## src/rtl/rcause_pkg.sv

```systemverilog
package rcause_pkg;
  localparam int unsigned FLAG_NUM = 3;
  // flag index order inside the flag vector; index + FLAG_LSB = register bit
  localparam int unsigned IDX_UV    = 0;
  localparam int unsigned IDX_LATE  = 1;
  localparam int unsigned IDX_EARLY = 2;

  typedef struct packed {
    logic                regHit;
    logic [FLAG_NUM-1:0] setMask;
    logic [FLAG_NUM-1:0] clrMask;
  } flagStrobe_t;
endpackage

```

## src/rtl/rcause_ctrl.sv

```systemverilog
module rcause_ctrl
  import rcause_pkg::*;
#(
  parameter int unsigned ADDR_W   = 8,
  parameter int unsigned DATA_W   = 8,
  parameter logic [ADDR_W-1:0] REG_ADDR = 8'h09,
  parameter int unsigned FLAG_LSB = 5
) (
  input  logic              uvRstPulse,
  input  logic              wdEarlyPulse,
  input  logic              wdLatePulse,
  input  logic              manualRst,
  input  logic [ADDR_W-1:0] busAddr,
  input  logic              busWrEn,
  input  logic [DATA_W-1:0] busWrData,
  output flagStrobe_t       strobe
);
  localparam int unsigned FLAG_MSB = FLAG_LSB + FLAG_NUM - 1;

  logic [FLAG_NUM-1:0] eventVec;
  logic                unusedInputs;

  // the pushbutton reset and the non-flag data bits carry no information here
  assign unusedInputs = manualRst ^ (^busWrData);

  always_comb begin
    eventVec            = '0;
    eventVec[IDX_UV]    = uvRstPulse;
    eventVec[IDX_LATE]  = wdLatePulse;
    eventVec[IDX_EARLY] = wdEarlyPulse;
  end

  always_comb begin
    strobe.regHit  = (busAddr == REG_ADDR);
    strobe.setMask = eventVec;
    strobe.clrMask = (busWrEn && strobe.regHit) ? busWrData[FLAG_MSB:FLAG_LSB] : '0;
  end
endmodule

```

## src/rtl/rcause_flags.sv

```systemverilog
module rcause_flags
  import rcause_pkg::*;
#(
  parameter int unsigned DATA_W   = 8,
  parameter int unsigned FLAG_LSB = 5
) (
  input  logic                clk,
  input  logic                storeInitN,
  input  flagStrobe_t         strobe,
  output logic [FLAG_NUM-1:0] flagQ,
  output logic [DATA_W-1:0]   rdData
);
  localparam int unsigned FLAG_MSB = FLAG_LSB + FLAG_NUM - 1;

  for (genvar g = 0; g < FLAG_NUM; g++) begin : gFlag
    logic flagNext;
    // a set on the same edge overrides a software clear
    assign flagNext = strobe.setMask[g] | (flagQ[g] & ~strobe.clrMask[g]);

    always_ff @(posedge clk or negedge storeInitN) begin
      if (!storeInitN) flagQ[g] <= 1'b0;
      else             flagQ[g] <= flagNext;
    end
  end

  always_comb begin
    rdData = '0;
    if (strobe.regHit) rdData[FLAG_MSB:FLAG_LSB] = flagQ;
  end
endmodule

```

## src/rtl/rcause_top.sv

```systemverilog
module rcause_top
  import rcause_pkg::*;
#(
  parameter int unsigned ADDR_W   = 8,
  parameter int unsigned DATA_W   = 8,
  parameter logic [ADDR_W-1:0] REG_ADDR = 8'h09,
  parameter int unsigned FLAG_LSB = 5
) (
  input  logic              clk,
  input  logic              storeInitN,
  input  logic              uvRstPulse,
  input  logic              wdEarlyPulse,
  input  logic              wdLatePulse,
  input  logic              manualRst,
  input  logic [ADDR_W-1:0] busAddr,
  input  logic              busWrEn,
  input  logic [DATA_W-1:0] busWrData,
  output logic [DATA_W-1:0] busRdData
);
  flagStrobe_t         strobe;
  logic [FLAG_NUM-1:0] flagQ;

  rcause_ctrl #(
    .ADDR_W(ADDR_W), .DATA_W(DATA_W), .REG_ADDR(REG_ADDR), .FLAG_LSB(FLAG_LSB)
  ) u_ctrl (
    .uvRstPulse  (uvRstPulse),
    .wdEarlyPulse(wdEarlyPulse),
    .wdLatePulse (wdLatePulse),
    .manualRst   (manualRst),
    .busAddr     (busAddr),
    .busWrEn     (busWrEn),
    .busWrData   (busWrData),
    .strobe      (strobe)
  );

  rcause_flags #(
    .DATA_W(DATA_W), .FLAG_LSB(FLAG_LSB)
  ) u_flags (
    .clk       (clk),
    .storeInitN(storeInitN),
    .strobe    (strobe),
    .flagQ     (flagQ),
    .rdData    (busRdData)
  );
endmodule

```

## config.mk

```make
export PLATFORM = sky130hd
export DESIGN_NAME = rcause_top
export DESIGN_NICKNAME = d
export VERILOG_FILES = /design/src/rtl/rcause_pkg.sv /design/src/rtl/rcause_ctrl.sv /design/src/rtl/rcause_flags.sv /design/src/rtl/rcause_top.sv
export SDC_FILE = /design/constraint.sdc
export NUM_CORES = 1
export LEC_CHECK = 0
export CAP_MARGIN = 10
export CORE_AREA = 2 2 39 41
export DETAILED_ROUTE_END_ITERATION = 16
export DIE_AREA = 0 0 41 43
export PLACE_DENSITY = 0.69
export RECOVER_POWER = 25
export SETUP_SLACK_MARGIN = 0.1
export SLEW_MARGIN = 20
export SYNTH_ARGS = -nofsm -noshare
export SYNTH_HDL_FRONTEND = slang
export SYNTH_HIERARCHICAL = 1
export SYNTH_SLANG_ARGS = --single-unit
```

## constraint.sdc

```tcl
create_clock -name clk -period 1.2 [get_ports clk]
set_input_delay 0.12 -clock clk [delete_from_list [all_inputs] [get_ports clk]]
set_output_delay 0.12 -clock clk [all_outputs]
set_load 0.1 [all_outputs]
```

* Yosys cells after proc, flatten, opt, wreduce, memory -nomap -nowiden
Index checks and enable logic that the tools add are counted.
** Storage, ports and cells
- Register bits :: 3
- Input port bits :: 23
- Output and inout port bits :: 8
- Logic and storage cells :: 16
** Operators by class
- Equal/unequal tests :: 1
- Muxes and demuxes :: 2
- Bitwise gates (word level) :: 9
- Reduce and logical (&&, ||, !) cells :: 1
** Operators with widths (number)
- $eq 8x4->1 const B :: 1
- $mux 3 :: 2
- $and 1x1->1 :: 3
- $not 1->1 :: 3
- $or 1x1->1 :: 3
- $logic_and 1x1->1 :: 1

* Depth between registers and ports, before layout
- Depth after elaboration :: 6
- Depth in mapped cells :: 4
- Mapped depth without buffers :: 4

* By module
The synthesis kept the hierarchy.
** Modules (own cells, without submodules)
- rcause_flags :: instances 1, cells an instance 18, area each 168.9 um2, sequential area each 75.1 um2
- rcause_ctrl :: instances 1, cells an instance 12, area each 72.6 um2, sequential area each 0.0 um2

* Least setup slack after synthesis
No wires, ideal clock.
- Path type :: input -> output
- Start :: input port busAddr[7]
- End :: output port busRdData[5]
- Arrival time :: 1.613 ns
- Required time :: 1.080 ns
- Setup slack :: -0.533 ns
- Stages :: 3
- Buffers on the path :: 0
- Cell sequence :: or4b_1 nor2_1 and2_1
** RTL lines
- start, declared :: RTL line rcause_top.sv:15 : input logic [ADDR_W-1:0] busAddr,
- end, declared :: RTL line rcause_top.sv:18 : output logic [DATA_W-1:0] busRdData

==> results_dict.tcl <==
set metrics [dict create \
    rsz0062_at_grt "true" \
    r2r-end "u_flags/flagQ[0]$_DFF_PN0_" \
    htreeDepth 1 \
    hpwl_um 493 \
    overflow 0 \
    clk_latency_ns 0.23 \
    finish.net_count 76 \
    synth.cell_area_um2 241 \
    dieArea_um2 1760 \
    syn_avg_cell_area_um2 8.05 \
    clk_pin_slew_ns 0.04 \
    pwr-share-clk 0.421 \
    r2r_start "u_flags/flagQ[0]$_DFF_PN0_" \
    grt_start_max_net_pins 5 \
    power.total_w 0.000407 \
    finalWorstSetupSlack_ns -0.142 \
    clock_path_buffers 2 \
    max_stage_delay_ns 0.56 \
    drt_iter0_drc 1 \
    power_switching_w 0.000134 \
    grt_pass1_vias 251 \
    crit_path_top_delay_cell "or4b_4" \
    gp_congestion 0.583 \
    syn_inst 30 \
    start_util 0.175 \
    reg_top3 "u_flags/flagQ x3" \
    nFillCells 145 \
    status "finished, violations left" \
    vdd_drop_max_v 0.000234 \
    wl_per_cell_um 8.15 \
    fp.coreArea_um2 1380 \
    regArea_um2 75.1 \
    multi_input_area_um2 148 \
    die_w_um 41 \
    fin_crit_ns 1.34 \
    largest_reg_flops 3 \
    regMostFlops "u_flags/flagQ" \
    rrSetupSlack_ns 0.57 \
    dr_total_vias 244 \
    port_buffers 19 \
    worstPathRequired_ns 1.08 \
    syn_to_final_growth_pct 111 \
    postRouteAntennaNets 0 \
    yosys_warnings 6 \
    crit_path_end_kind "primary output" \
    cts_sinks 3 \
    cts_hold_buf 0 \
    grt_pass1_wl_um 924 \
    synth_xor_area_frac 0 \
    synth_cell_types 10 \
    ys_ff_latch 3 \
    yosys.area_share.simple 0.285 \
    io-pin-count 31 \
    swShare 0.328 \
    routed_via_density 3.59 \
    path_class "in -> out" \
    synthAdderAreaFrac 0 \
    setup_viol 6 \
    antenna_cells 0 \
    clock_skew_ns 0 \
    failed_checks "negative setup slack" \
    synth-compound-area-share 0.0933 \
    timing.fmax_mhz 745 \
    whs_ns 0.140 \
    hold_viol 0 \
    die-height_um 43 \
    worst_setup_path_start_kind "input port" \
    p_int_w 0.000274 \
    row_count 14 \
    routed_wl_um 554 \
    powerDensity_nw_per_um2 798 \
    drive_above_1_share 0.481 \
    seqPwrFrac 0.250 \
    maxSlewViolCount 0 \
    synth-seq-area-share 0.311 \
    synth_top_family_by_area "buffers and inverters" \
    cts_root_buffer "clkbuf_4" \
    power_frac_comb 0.329 \
    hold_path_class "in -> async" \
    worstPathArrival_ns 1.22 \
    final_cell_area_um2 510 \
    power.leakage_nw 0.202 \
    crit_chain "buf_6 -> or4b_4 -> nor2_4 -> and2_4 -> buf_12" \
    drc 0 \
    critPathMaxFanout 3 \
    placed_area_um2 459 \
    tns_ns -0.633 \
    grt_usage 0.0826 \
    min_period_over_period 1.12 \
    muxShareOfSynthArea 0 \
    cap_violations 0 \
    antenna_found_initial 0 \
    firstDrtPassIters 2 \
    tritoncts "yes" \
    rr_worst_depth 1 \
    numCtsBuffers 3 \
]
==> power groups by stage <==
stage / combinational [W] / sequential (W) / clock [W]
after floorplan: 0.0000988 / 0.000103 / 0
after global placement: 0.000134 / 0.000103 / 0
after detailed placement: 0.000135 / 0.000103 / 0
after CTS: 0.000128 / 0.000102 / 0.000182
after global routing: 0.000141 / 0.000102 / 0.000184
final: 0.000134 / 0.000102 / 0.000171
==> cells in the final DEF (no fill, tap or decap), types with 2 or more instances in the layout <==
cell type | synthesis | layout
a21o_1 | 3 | 3
and2_4 | 0 | 3
buf_12 | 0 | 3
buf_2 | 0 | 2
buf_4 | 8 | 2
buf_6 | 0 | 4
clkbuf_2 | 0 | 2
clkbuf_4 | 0 | 3
clkdlybuf4s50_1 | 0 | 7
conb_1 | 1 | 5
dfrtp_1 | 3 | 3
inv_1 | 3 | 3
nand2_1 | 3 | 3
nor3_2 | 0 | 3
or4b_4 | 0 | 2
==> Yosys cell counts <==
cell type  number  area share
buf_4           8        0.25
a21o_1          3       0.093
and2_1          3       0.078
dfrtp_1         3        0.31
inv_1           3       0.047
nand2_1         3       0.047
nor3_1          3       0.062
or4b_1          2       0.083
conb_1          1       0.016
nor2_1          1       0.016
==> stage by stage <==
stage | setup WS (ns) | utilization | cells
floorplan | -0.0555 | - | 34
global placement | -0.469 | 0.332 | 61
detailed placement | -0.485 | 0.332 | 61
CTS | -0.169 | 0.342 | 66
global route | -0.185 | 0.369 | 68
finish | -0.142 | 0.369 | 68
==> cells by family (layout without fill, tap and decap cells) <==
family,Yosys count,count (layout)
and+or+nand+nor,12,12
buffers and inverters,11,29
AOI/OAI and AO/OA,3,3
DFF,3,3
other,1,5
==> worst max path at each step <==
stage / start / endpoint / slack (ns)
after floorplan: busAddr[1] / busRdData[5] / -0.06
after global placement: busAddr[7] / u_flags/flagQ[0]$_DFF_PN0_ / -0.47
after detailed placement: busAddr[1] / busRdData[5] / -0.49
after CTS: busAddr[2] / busRdData[5] / -0.17
after global routing: busAddr[7] / busRdData[6] / -0.18
final: busAddr[4] / busRdData[6] / -0.14
==> per-layer routing <==
layer | vias to the layer above | track usage | share of wire | wire [µm]
li1 | 127 | - | - | -
met1 | 108 | 0.0649 | 0.30 | 166
met2 | 9 | 0.138 | 0.63 | 351
met3 | 0 | 0.0314 | 0.065 | 36
met4 | 0 | 0.0800 | 0 | 0
met5 | - | 0 | 0 | 0
==> layout make-up <==
class	instances	share of cell area
inverters	3	0.0221
clock buffers	4	0.0515
repair buffers	22	0.451
flip-flops and latches	3	0.147
well taps	16	0.0392
multi-input cells	20	0.289
==> critical path, delay by kind of cell <==
family	cells	cell delay [ns]
buffers and inverters	2	0.25
AND/OR/NAND/NOR	3	0.86
==> repair_timing <==
action / CTS / global route
pin swaps: 4 / 7
setup buffers: 1 / 2
gates resized for setup: 21 / 9
setup endpoints to repair: 6 / 6
Power figures use the tool's default switching activity.
